`config.mk`:
```
export PLATFORM = sky130hd
export DESIGN_NAME = dsc_flag_sequencer
export DESIGN_NICKNAME = d
export VERILOG_FILES = /design/src/rtl/dsc_pkg.sv /design/src/rtl/dsc_phase_seq.sv /design/src/rtl/dsc_flags.sv /design/src/rtl/dsc_flag_sequencer.sv
export SDC_FILE = /design/constraint.sdc
export NUM_CORES = 1
export LEC_CHECK = 0
export BUFFER_PORTS_ARGS = -buffer_cell sky130_fd_sc_hd__buf_2
export CAP_MARGIN = 20
export CORE_AREA = 2 2 78 80
export CTS_CLUSTER_DIAMETER = 150
export DETAILED_ROUTE_END_ITERATION = 7
export DIE_AREA = 0 0 80 82
export SLEW_MARGIN = 20
export SYNTH_ARGS = -nofsm -noshare
export SYNTH_HDL_FRONTEND = slang
export SYNTH_SLANG_ARGS = --single-unit
```
`constraint.sdc`:
```
create_clock -name clk -period 1.8 [get_ports clk]
set_clock_uncertainty 0.2 [all_clocks]
set_input_delay 0.27 -clock clk [delete_from_list [all_inputs] [get_ports clk]]
set_output_delay 0.27 -clock clk [all_outputs]
set_load 0.005 [all_outputs]
```
`src/rtl/dsc_pkg.sv`:
```
// Shared types for the dual-slope phase and flag sequencer.
// Assumes: three phases only; the encoding carries no external meaning.
package dsc_pkg;
    typedef enum logic [1:0] {
        PH_AZ    = 2'd0,
        PH_INT   = 2'd1,
        PH_DEINT = 2'd2
    } phase_e;
endpackage

```
`src/rtl/dsc_phase_seq.sv`:
```
// Phase sequencer: walks auto-zero -> integrate -> deintegrate -> auto-zero.
// It keeps one shared clock counter and emits one-cycle boundary events.
// Assumes: AZ_LEN, INT_LEN >= 1, and CW wide enough for max(AZ_LEN, INT_LEN, FS+1).
module dsc_phase_seq
    import dsc_pkg::*;
#(
    parameter int AZ_LEN     = 10000,
    parameter int INT_LEN    = 10001,
    parameter int FULL_SCALE = 20000,
    parameter int CW         = 16
) (
    input  logic          clk,
    input  logic          rst_n,
    input  logic          zero_cross,
    output phase_e        phase,
    output logic [CW-1:0] cnt,
    output logic          ev_int_start,
    output logic          ev_deint_start,
    output logic          ev_end_zc,
    output logic          ev_end_or
);
    localparam logic [CW-1:0] AZ_LAST  = CW'(AZ_LEN - 1);
    localparam logic [CW-1:0] INT_LAST = CW'(INT_LEN - 1);
    localparam logic [CW-1:0] DE_LAST  = CW'(FULL_SCALE);

    phase_e        phase_q;
    logic [CW-1:0] cnt_q;

    // Decode the boundary events from the current phase, the count and the comparator.
    always_comb begin
        ev_int_start   = (phase_q == PH_AZ)    && (cnt_q == AZ_LAST);
        ev_deint_start = (phase_q == PH_INT)   && (cnt_q == INT_LAST);
        ev_end_zc      = (phase_q == PH_DEINT) && zero_cross;
        ev_end_or      = (phase_q == PH_DEINT) && !zero_cross && (cnt_q == DE_LAST);
    end

    // Advance the phase and the shared counter.
    always_ff @(posedge clk) begin
        if (!rst_n) begin
            phase_q <= PH_AZ;
            cnt_q   <= '0;
        end else if (ev_int_start) begin
            phase_q <= PH_INT;
            cnt_q   <= '0;
        end else if (ev_deint_start) begin
            phase_q <= PH_DEINT;
            cnt_q   <= '0;
        end else if (ev_end_zc || ev_end_or) begin
            phase_q <= PH_AZ;
            cnt_q   <= '0;
        end else begin
            cnt_q   <= cnt_q + 1'b1;
        end
    end

    assign phase = phase_q;
    assign cnt   = cnt_q;

    AST_DEINT_BOUND: assert property (@(posedge clk) disable iff (!rst_n)
        (phase_q == PH_DEINT) |-> (cnt_q <= DE_LAST));
    AST_AZ_NO_SKIP: assert property (@(posedge clk) disable iff (!rst_n)
        (phase_q == PH_AZ) |=> (phase_q != PH_DEINT));
    AST_INT_LEN: assert property (@(posedge clk) disable iff (!rst_n)
        (phase_q == PH_INT) |-> (cnt_q <= INT_LAST));
    AST_PHASE_LEGAL: assert property (@(posedge clk) disable iff (!rst_n)
        (phase_q != 2'd3));
endmodule

```
`src/rtl/dsc_flags.sv`:
```
// Flag and result register bank. Each flag has its own set and clear event.
// Assumes: the events come from dsc_phase_seq and at most one fires per clock.
module dsc_flags #(
    parameter int FULL_SCALE = 20000,
    parameter int UR_LIMIT   = 1800,
    parameter int CW         = 16,
    parameter int RW         = 15
) (
    input  logic          clk,
    input  logic          rst_n,
    input  logic          in_positive,
    input  logic [CW-1:0] cnt,
    input  logic          ev_int_start,
    input  logic          ev_deint_start,
    input  logic          ev_end_zc,
    input  logic          ev_end_or,
    output logic          busy,
    output logic          over_range,
    output logic          under_range,
    output logic          polarity,
    output logic [RW-1:0] result
);
    localparam logic [CW-1:0] UR_MAX  = CW'(UR_LIMIT);
    localparam logic [RW-1:0] OR_CODE = RW'(FULL_SCALE + 1);

    // busy: set when integrate starts, clear when the measurement ends.
    always_ff @(posedge clk) begin
        if (!rst_n)                      busy <= 1'b0;
        else if (ev_int_start)           busy <= 1'b1;
        else if (ev_end_zc || ev_end_or) busy <= 1'b0;
    end

    // over_range: set at an over-ranged end, clear at the next deintegrate start.
    always_ff @(posedge clk) begin
        if (!rst_n)              over_range <= 1'b0;
        else if (ev_end_or)      over_range <= 1'b1;
        else if (ev_deint_start) over_range <= 1'b0;
    end

    // under_range: set on a small result at the end, clear at the next integrate start.
    always_ff @(posedge clk) begin
        if (!rst_n)            under_range <= 1'b0;
        else if (ev_end_zc)    under_range <= (cnt <= UR_MAX);
        else if (ev_int_start) under_range <= 1'b0;
    end

    // polarity: capture the input sign as deintegrate begins.
    always_ff @(posedge clk) begin
        if (!rst_n)              polarity <= 1'b0;
        else if (ev_deint_start) polarity <= in_positive;
    end

    // result: latch the deintegrate count, or the over-range code, at the end.
    always_ff @(posedge clk) begin
        if (!rst_n)         result <= '0;
        else if (ev_end_zc) result <= RW'(cnt);
        else if (ev_end_or) result <= OR_CODE;
    end

    AST_FLAG_EXCL: assert property (@(posedge clk) disable iff (!rst_n)
        !(over_range && under_range));
    AST_OR_AT_END: assert property (@(posedge clk) disable iff (!rst_n)
        $rose(over_range) |-> $fell(busy));
    AST_UR_CLEAR: assert property (@(posedge clk) disable iff (!rst_n)
        $rose(busy) |-> !under_range);
    AST_POL_HOLD: assert property (@(posedge clk) disable iff (!rst_n)
        !ev_deint_start |=> $stable(polarity));
    AST_OR_HOLD: assert property (@(posedge clk) disable iff (!rst_n)
        (over_range && !ev_deint_start) |=> over_range);
endmodule

```
`src/rtl/dsc_flag_sequencer.sv`:
```
// Top: dual-slope converter phase and status flag controller.
// Wires the phase sequencer to the flag bank and derives the counter widths.
// Assumes: the comparator and sign inputs are already synchronous to clk.
module dsc_flag_sequencer #(
    parameter int AZ_LEN     = 10000,
    parameter int INT_LEN    = 10001,
    parameter int FULL_SCALE = 20000,
    parameter int UR_LIMIT   = 1800,
    localparam int MAXC_A    = (AZ_LEN > INT_LEN) ? AZ_LEN : INT_LEN,
    localparam int MAXC      = (MAXC_A > FULL_SCALE + 2) ? MAXC_A : FULL_SCALE + 2,
    localparam int CW        = $clog2(MAXC + 1),
    localparam int RW        = $clog2(FULL_SCALE + 2)
) (
    input  logic          clk,
    input  logic          rst_n,
    input  logic          zero_cross,
    input  logic          in_positive,
    output logic          busy,
    output logic          over_range,
    output logic          under_range,
    output logic          polarity,
    output logic [RW-1:0] result
);
    dsc_pkg::phase_e phase;
    logic [CW-1:0]   cnt;
    logic            ev_int_start;
    logic            ev_deint_start;
    logic            ev_end_zc;
    logic            ev_end_or;

    dsc_phase_seq #(
        .AZ_LEN     (AZ_LEN),
        .INT_LEN    (INT_LEN),
        .FULL_SCALE (FULL_SCALE),
        .CW         (CW)
    ) u_seq (
        .clk            (clk),
        .rst_n          (rst_n),
        .zero_cross     (zero_cross),
        .phase          (phase),
        .cnt            (cnt),
        .ev_int_start   (ev_int_start),
        .ev_deint_start (ev_deint_start),
        .ev_end_zc      (ev_end_zc),
        .ev_end_or      (ev_end_or)
    );

    dsc_flags #(
        .FULL_SCALE (FULL_SCALE),
        .UR_LIMIT   (UR_LIMIT),
        .CW         (CW),
        .RW         (RW)
    ) u_flags (
        .clk            (clk),
        .rst_n          (rst_n),
        .in_positive    (in_positive),
        .cnt            (cnt),
        .ev_int_start   (ev_int_start),
        .ev_deint_start (ev_deint_start),
        .ev_end_zc      (ev_end_zc),
        .ev_end_or      (ev_end_or),
        .busy           (busy),
        .over_range     (over_range),
        .under_range    (under_range),
        .polarity       (polarity),
        .result         (result)
    );

    AST_BUSY_IN_MEAS: assert property (@(posedge clk) disable iff (!rst_n)
        (phase != dsc_pkg::PH_AZ) |-> busy);
    AST_BUSY_FALL_END: assert property (@(posedge clk) disable iff (!rst_n)
        $fell(busy) |-> (phase == dsc_pkg::PH_AZ));
endmodule

```
==> flow_summary.json, run 1 <==
{
  "status": "finished, violations left",
  "violations": "setup timing",
  "synth_area_um2": 1680,
  "yosys.area.top_type": "dfxtp_1",
  "required_ns": 1.77,
  "initial_core_util_pct": 29.2,
  "gp_congestion": 0.880,
  "r2r_setup_slack_ns": -0.005,
  "fin_ws_ns": -0.00499,
  "io_buffers": 22,
  "grt_overflow_total": 0,
  "cts_tree": "yes",
  "grt_usage_pct": 13.8,
  "n_fill_cell": 600,
  "drcViolationCount": 0,
  "cts_hold_buf": 0,
  "slew_violations": 0,
  "grt_max_degree": 25,
  "firstDrtPassIters": 5,
  "synth.avg_cell_area_um2": 8.83,
  "peakVddDrop_v": 0.000355,
  "max_freq_mhz": 554,
  "p_leak_uw": 0.000841,
  "h-tree-depth": 2,
  "rsz0062_at_grt": "true",
  "endpoint_kind": "register",
  "ios": 23,
  "worst-slew-pin-transition_ns": 0.373,
  "vias": 1553,
  "reg2reg_depth": 5,
  "min_path_type": "in2reg",
  "worstSetupStartpointType": "register",
  "core_um2": 5750,
  "first_global_vias": 1508,
  "hold_depth": 3,
  "syn_nets": 196,
  "clock-sinks": 36,
  "finalCriticalPeriod_ns": 1.80,
  "dpl.hpwl_um": 2850,
  "dieArea_um2": 6560,
  "wire_per_inst_um": 13.8,
  "relSlewSlack_pct": 74.5,
  "cts-root-buf": "clkbuf_8",
  "path_class": "reg2reg",
  "die_height_um": 82,
  "critical_path.max_fanout": 7,
  "num-nets-final": 239,
  "synth_seq_area_share_pct": 43.0,
  "finalHoldViolCount": 0,
  "areaGrowthSynthToFinish_pct": 32.2,
  "hold_slack_ns": 0.0446,
  "utilization_pct": 38.6,
  "seq_area_um2": 724,
  "drive_gt1_share_pct": 32.9,
  "cts_inserted_buffers": 5,
  "drt_iter0_markers": 88,
  "multi_input_area_um2": 905,
  "synth_top_area_share_pct": 43.0,
  "cts.clk_slew.worst_paths_ns": 0.07,
  "yosys_warnings": 0,
  "drv_cap": 0,
  "num_rows": 28,
  "post-place-cells": 297,
  "setup_violations": 2,
  "fin_setup_tns_ns": -0.00554,
  "synth.distinct_cells": 37,
  "cts_buffer_depth": 2,
  "synth.area.top_cells": "dfxtp_1, nor4_1, xnor2_1, o31ai_1, nand2_1",
  "ant_nets": 0,
  "ys.flop_type": "dfxtp_1",
  "power_per_cell_area_nw_per_um2": 664,
  "grt_antenna_before_repair": 0,
  "critPathArrivalTime_ns": 1.78,
  "ys_seq_elements": 36,
  "routed_wl_um": 4270,
  "crit_path_start": "u_seq.phase[0]",
  "vias_per_cell": 5.03,
  "antenna_cells": 0,
  "timing.rr.end": "u_seq.cnt[1]",
  "crit_end": "u_seq.cnt[1]",
  "synthCells": 190,
  "fp.dieW_um": 80,
  "clock_latency_ns": 0.30,
  "final_cells": 309,
  "r2r_start": "u_seq.phase[0]",
  "final.period_utilization_pct": 100,
  "async_flop_share_pct": 0,
  "grt_pass1_wl_um": 7090,
  "synth_edf_count": 0
}
==> worst min-delay path by stage <==
stage | startpoint | end | slack (ns)
2_1_floorplan | rst_n | u_flags.over_range | 0.19
3_3_place_gp | u_flags.result[7] | u_flags.result[7] | 0.25
3_5_place_dp | u_flags.result[7] | u_flags.result[7] | 0.25
4_1_cts | in_positive | u_flags.polarity | 0.04
5_1_grt | in_positive | u_flags.polarity | 0.04
6_report | in_positive | u_flags.polarity | 0.04
==> registers in the layout, summed over array words and instances (netlist names) <==
signal / count
u_flags.over_range: 1
u_flags.under_range: 1
u_seq.cnt: 15
u_flags.result: 15
u_flags.polarity: 1
u_seq.phase: 2
u_flags.busy: 1
==> per-stage QoR <==
stage / setup WS [ns] / cell area [um2] / power [uW]
floorplan: 0.00524 / 1680 / 862
CTS: 0.00300 / 2100 / 1470
global placement: -0.0494 / 2010 / 889
finish: -0.00499 / 2220 / 1470
detailed placement: -0.0824 / 2010 / 890
global route: -0.0760 / 2220 / 1540
==> synthesized netlist by cell type (5+ instances only) <==
cell type / n
xnor2_1: 9
nor2_1: 14
o31ai_1: 9
o31a_1: 5
nor3_1: 5
nand2_1: 16
dfxtp_1: 36
nor4_1: 19
nand4_1: 5
inv_1: 14
a21oi_1: 6
==> per-layer routing <==
layer | GRT usage [%] | wire (um)
met5 | 0 | 0
met1 | 17.7 | 1960
met3 | 3.74 | 248
met4 | 5.08 | 97
met2 | 22.3 | 1960
==> placed cells by master (no fill, tap or decap), types with 6 or more instances in the layout <==
cell type,n
xnor2_1,9
nand2_1,16
nor4_1,14
nor2_1,14
buf_4,22
dfxtp_1,33
o31ai_1,9
inv_1,12
a21oi_1,6
buf_2,22
==> cells by family (layout without fill, tap and decap cells) <==
group | after synthesis | after routing | synth area share (%)
buffers and inverters | 27 | 71 | 7.46
and+or+nand+nor | 79 | 79 | 26.6
DFF | 36 | 36 | 43.0
adders and majority gates | 2 | 2 | 1.49
xor gates and xnor gates | 13 | 13 | 6.79
AOI/OAI and AO/OA | 33 | 33 | 14.7
==> what timing repair did <==
action | in CTS | in global routing
endpoints found under the setup margin | 33 | 35
buffers inserted | 0 | 2
pin swaps | 0 | 3
cloned | 0 | 2
gates resized for setup | 1 | 17
==> critical path, cell delays in order (launching register included) <==
cell,delay [ns]
dfxtp_1,0.39
nor4_2,0.35
nand4_1,0.22
nor2_4,0.27
clkbuf_16,0.20
nor4_1,0.05
==> power breakdown <==
group	switching, uW	total, uW	internal (uW)
combinational	40.3	79.1	38.7
clock	314	584	270
sequential	7.86	810	802
total	362	1470	1110
==> layout make-up <==
cell class / count / share of cell area (%)
Timing Repair Buffer: 48 / 15.8
Inverter: 15 / 2.54
Tap cell: 75 / 4.23
Clock buffer: 5 / 3.10
Clock inverter: 3 / 0.846
Sequential cell: 36 / 32.7
Multi-Input combinational cell: 127 / 40.8
No activity file was read; power rests on OpenSTA's default activity.
==> run 2: changes to the inputs <==
--- a/config.mk
+++ b/config.mk
@@ -11,6 +11,7 @@
 export CTS_CLUSTER_DIAMETER = 150
 export DETAILED_ROUTE_END_ITERATION = 7
 export DIE_AREA = 0 0 80 82
+export MAX_ROUTING_LAYER = met4
 export SLEW_MARGIN = 20
 export SYNTH_ARGS = -nofsm -noshare
 export SYNTH_HDL_FRONTEND = slang
==> run 2 against run 1 <==
Compared with the run above: the run now ends clean; largest cell class unchanged; first-iteration DRC count is 23% lower; sequential share of layout area is the same; largest power group unchanged; non-clock buffer count is the same; highest routed layer unchanged.
==> flow_summary.json, run 2 (synthesized netlist as in run 1, its figures left out) <==
{
  "status": "complete, no violations",
  "finalHoldViolCount": 0,
  "timing.rr.end": "u_seq.cnt[1]",
  "fin_setup_tns_ns": 0,
  "ios": 23,
  "hold_slack_ns": 0.0445,
  "preCtsSetupSlack_ns": -0.0824,
  "grt_overflow_total": 0,
  "r2r_start": "u_seq.phase[0]",
  "io_buffers": 22,
  "switching_power_uw": 361,
  "hold_depth": 3,
  "h-tree-depth": 2,
  "combPwrFrac_pct": 5.4,
  "wire_per_inst_um": 13.7,
  "cts_inserted_buffers": 5,
  "max_freq_mhz": 557,
  "initial_core_util_pct": 29.2,
  "min_path_type": "in2reg",
  "slew_violations": 0,
  "first_global_vias": 1511,
  "dpl.hpwl_um": 2850,
  "worst-slew-pin-transition_ns": 0.374,
  "crit_path_start": "u_seq.phase[0]",
  "finalPower_uw": 1470,
  "grt_pass1_wl_um": 7090,
  "final.period_utilization_pct": 99.8,
  "ant_nets": 0,
  "reg2reg_depth": 5,
  "drive_gt1_share_pct": 32.9,
  "areaGrowthSynthToFinish_pct": 32.2,
  "peakVddDrop_v": 0.000356,
  "seqPwrFrac_pct": 55.0,
  "drcViolationCount": 0,
  "die_height_um": 82,
  "cts_buffer_depth": 2,
  "endpoint_kind": "register",
  "routed_wl_um": 4240,
  "sw_frac_of_total_pct": 24.5,
  "critical_path.max_fanout": 7,
  "fp.dieW_um": 80,
  "setup_violations": 0,
  "critPathArrivalTime_ns": 1.77,
  "num-nets-final": 239,
  "vias_per_cell": 5.01,
  "drv_cap": 0,
  "cts.clk_slew.worst_paths_ns": 0.07,
  "vias": 1548,
  "gp_congestion": 0.894,
  "path_class": "reg2reg",
  "clock_latency_ns": 0.30,
  "grt_antenna_before_repair": 0,
  "finalCriticalPeriod_ns": 1.80,
  "rsz0062_at_grt": "true",
  "crit_end": "u_seq.cnt[1]",
  "clock-sinks": 36,
  "clkPwrFrac_pct": 39.6,
  "cts_tree": "yes",
  "dieArea_um2": 6560,
  "grt_max_degree": 25,
  "required_ns": 1.77,
  "cts_hold_buf": 0,
  "grt_usage_pct": 14.2,
  "power_per_cell_area_nw_per_um2": 664,
  "final_common_cell": "dfxtp_1",
  "final_cell_mix": "dfxtp_1, buf_2, buf_4, nand2_1",
  "utilization_pct": 38.6,
  "worstSetupStartpointType": "register",
  "n_fill_cell": 600,
  "drt_iter0_markers": 68,
  "p_leak_uw": 0.000841,
  "antenna_cells": 0,
  "num_rows": 28,
  "r2r_setup_slack_ns": 0.004,
  "core_um2": 5750,
  "relSlewSlack_pct": 74.4,
  "firstDrtPassIters": 4,
  "fin_ws_ns": 0.00425,
  "internal-power_uw": 1110,
  "cts-root-buf": "clkbuf_8"
}
## run 2: cell counts in the layout (fill, tap and decap cells not counted)
No cell type changed its count.
## run 2: power by group through the flow
stage	sequential [uW]	clock (uW)	combinational (uW)
after floorplan	825	0	36.6
after detailed placement	826	0	63.6
final	810	583	79.0
after global routing	811	634	87.6
after CTS	808	600	65.2
after global placement	826	0	62.9
## run 2: area by class of cell
class	count	area, um2	area share [%]
multi-input cells	127	905	40.8
flip-flops and latches	36	724	32.7
repair buffers	48	352	15.8
well taps	75	93.8	4.23
clock buffers	5	68.8	3.10
inverters	15	56.3	2.54
clock inverters	3	18.8	0.846
## run 2: worst min-delay path by stage
stage / start / end
6_report: in_positive / u_flags.polarity
5_1_grt: in_positive / u_flags.polarity
4_1_cts: in_positive / u_flags.polarity
3_5_place_dp: u_flags.result[7] / u_flags.result[7]
3_3_place_gp: u_flags.result[7] / u_flags.result[7]
2_1_floorplan: rst_n / u_flags.over_range
## run 2: routing by layer
layer  track usage (%)  part of all wire (%)  up-vias
li1                  -                     -      772
met4              6.61                   2.6        0
met2              22.3                    46       38
met1              17.7                    46      724
met3              2.75                   4.6       14
met5                 -                     0        -
## run 2: metrics by stage
step / std cells / cell area, um2
2_1_floorplan: 190 / 1680
3_3_place_gp: 297 / 2010
3_5_place_dp: 297 / 2010
4_1_cts: 305 / 2100
5_1_grt: 309 / 2220
6_report: 309 / 2220
## run 2: worst max-delay path: stages (launching register included)
cell and delay, ns:
dfxtp_1 0.39, nor4_2 0.34, nand4_1 0.22, nor2_4 0.28, clkbuf_16 0.20, nor4_1 0.05
## run 2: repair_timing
action                     CTS  global route
pin swaps                    0             3
cloned                       0             2
setup endpoints to repair   33            35
setup buffers                0             2
resized for setup            1            17
==> run 3: changes to the inputs <==
--- a/config.mk
+++ b/config.mk
@@ -7,11 +7,12 @@
 export LEC_CHECK = 0
 export BUFFER_PORTS_ARGS = -buffer_cell sky130_fd_sc_hd__buf_2
 export CAP_MARGIN = 20
-export CORE_AREA = 2 2 78 80
+export CORE_AREA = 2 2 61 63
 export CTS_CLUSTER_DIAMETER = 150
 export DETAILED_ROUTE_END_ITERATION = 7
-export DIE_AREA = 0 0 80 82
+export DIE_AREA = 0 0 63 65
 export MAX_ROUTING_LAYER = met4
+export PLACE_DENSITY = 0.72
 export SLEW_MARGIN = 20
 export SYNTH_ARGS = -nofsm -noshare
 export SYNTH_HDL_FRONTEND = slang
==> run 3 against run 2 <==
Compared with the run above: the run now ends with setup timing left; register-to-register slack about the same; sequential share of layout area up 0.32 points; fmax shrank 0.81%; global-route usage up 6.2 points; cell area down 0.96%; first-iteration DRC count grew 53%; via count barely moved; core utilization increased by 24 points; final cell count down 8.7%; non-clock buffer count did not move; critical endpoint is now u_seq.cnt[2]; largest cell class unchanged; largest power group unchanged.
==> flow_summary.json, run 3 (synthesized netlist as in run 1, its figures left out) <==
{
  "status": "finished, violations left",
  "violations": "setup timing",
  "timing.rr.end": "u_seq.cnt[2]",
  "areaGrowthSynthToFinish_pct": 30.9,
  "first_global_vias": 1363,
  "cts_buffer_depth": 2,
  "vias_per_cell": 5.49,
  "finalCriticalPeriod_ns": 1.81,
  "rsz0062_at_grt": "true",
  "core_um2": 3500,
  "antenna_cells": 0,
  "vias": 1549,
  "fp.dieW_um": 63,
  "final_cell_mix": "dfxtp_1, buf_2, buf_4, nand2_1, nor2_1",
  "endpoint_kind": "register",
  "ios": 23,
  "peakVddDrop_v": 0.000449,
  "required_ns": 1.84,
  "num_rows": 22,
  "die_height_um": 65,
  "critical_path.max_fanout": 7,
  "clock-sinks": 36,
  "cts-root-buf": "clkbuf_4",
  "grt_usage_pct": 20.4,
  "wire_per_inst_um": 14.4,
  "critPathArrivalTime_ns": 1.85,
  "routed_wl_um": 4060,
  "crit_path_start": "u_seq.cnt[1]",
  "min_path_type": "reg2reg",
  "drt_iter0_markers": 104,
  "slew_violations": 0,
  "worst-slew-pin-transition_ns": 0.349,
  "num-nets-final": 239,
  "power_per_cell_area_nw_per_um2": 626,
  "utilization_pct": 62.8,
  "cts_inserted_buffers": 5,
  "final.period_utilization_pct": 101,
  "clock_latency_ns": 0.35,
  "grt_pass1_wl_um": 6380,
  "relSlewSlack_pct": 76.7,
  "initial_core_util_pct": 48.0,
  "drive_gt1_share_pct": 33.3,
  "dieArea_um2": 4100,
  "fin_ws_ns": -0.0103,
  "grt_overflow_total": 0,
  "finalPower_uw": 1380,
  "cts_tree": "yes",
  "final_cells": 282,
  "gp_congestion": 0.865,
  "ant_nets": 0,
  "r2r_start": "u_seq.cnt[1]",
  "grt_antenna_before_repair": 0,
  "firstDrtPassIters": 5,
  "max_freq_mhz": 552,
  "io_buffers": 22,
  "grt_max_degree": 25,
  "dpl.hpwl_um": 2620,
  "reg2reg_depth": 7,
  "post-place-cells": 269,
  "path_class": "reg2reg",
  "p_leak_uw": 0.000844,
  "drv_cap": 0,
  "crit_end": "u_seq.cnt[2]",
  "r2r_setup_slack_ns": -0.01,
  "n_fill_cell": 316,
  "final_common_cell": "dfxtp_1",
  "finalHoldViolCount": 0,
  "cts.clk_slew.worst_paths_ns": 0.12,
  "worstSetupStartpointType": "register",
  "setup_violations": 7,
  "h-tree-depth": 2,
  "drcViolationCount": 0
}
-- run 3: cell types whose count changed in the layout (fill, tap and decap cells not counted), sizes merged --
cell / before / now
clkinv: 4 / 1
buf: 47 / 45
clkinvlp: 0 / 2
dlygate4sd3: 0 / 2
clkbuf: 6 / 7
-- run 3: critical path, stage by stage (launching register included) --
cell and delay (ns):
dfxtp_2 0.36, inv_2 0.06, ha_4 0.12, nor3b_4 0.20
nand4_1 0.19, nor2_4 0.31, clkbuf_16 0.21, nor4_1 0.05
-- run 3: per-layer routing --
layer  vias up  share of wire [%]  global-route usage [%]
li1        769                  -                       -
met1       740                 47                    25.6
met2        36                 48                    33.4
met3         4                4.3                    5.38
met4         0               0.76                    4.17
met5         -                  0                       -
-- run 3: per-stage QoR --
| stage | hold slack [ns] | TNS [ns] | instance area, um2 | worst slack, ns |
|---|---|---|---|---|
| detailed placement | 0.247 | -0.430 | 1950 | -0.0307 |
| finish | 0.262 | -0.0407 | 2200 | -0.0103 |
| floorplan | 0.187 | 0 | 1680 | 0.00524 |
| global placement | 0.247 | -0.308 | 1950 | -0.0304 |
| CTS | 0.258 | 0 | 2040 | 0.0110 |
| global route | 0.300 | -2.24 | 2200 | -0.0994 |
-- run 3: repair_timing --
action / 4_1_cts / 5_1_grt
hold buffers: 2 / 0
resized for setup: 1 / 28
buffers inserted: 0 / 1
cloned: 0 / 2
hold endpoints to repair: 2 / 0
setup endpoints to repair: 25 / 36
pin swaps: 0 / 6
-- run 3: worst min-delay path by stage --
stage	start	end	depth (start not counted)
CTS	zero_cross	u_flags.result[9]	5
floorplan	rst_n	u_flags.over_range	1
finish	u_flags.result[7]	u_flags.result[7]	2
global placement	u_flags.result[1]	u_flags.result[1]	2
global route	u_flags.result[4]	u_flags.result[4]	2
detailed placement	u_flags.result[4]	u_flags.result[4]	2
-- run 3: area by class of cell --
type                    count  area [um2]  area share [%]
well taps                  48        60.1            2.73
clock inverters             2        15.0           0.683
repair buffers             48         359            16.3
flip-flops and latches     36         724            33.0
inverters                  15        56.3            2.56
clock buffers               6        51.3            2.33
multi-input cells         127         931            42.4
-- run 3: where the power goes --
part	internal, uW	switching, uW
registers	803	7.57
logic	42.8	42.3
clock network	190	291
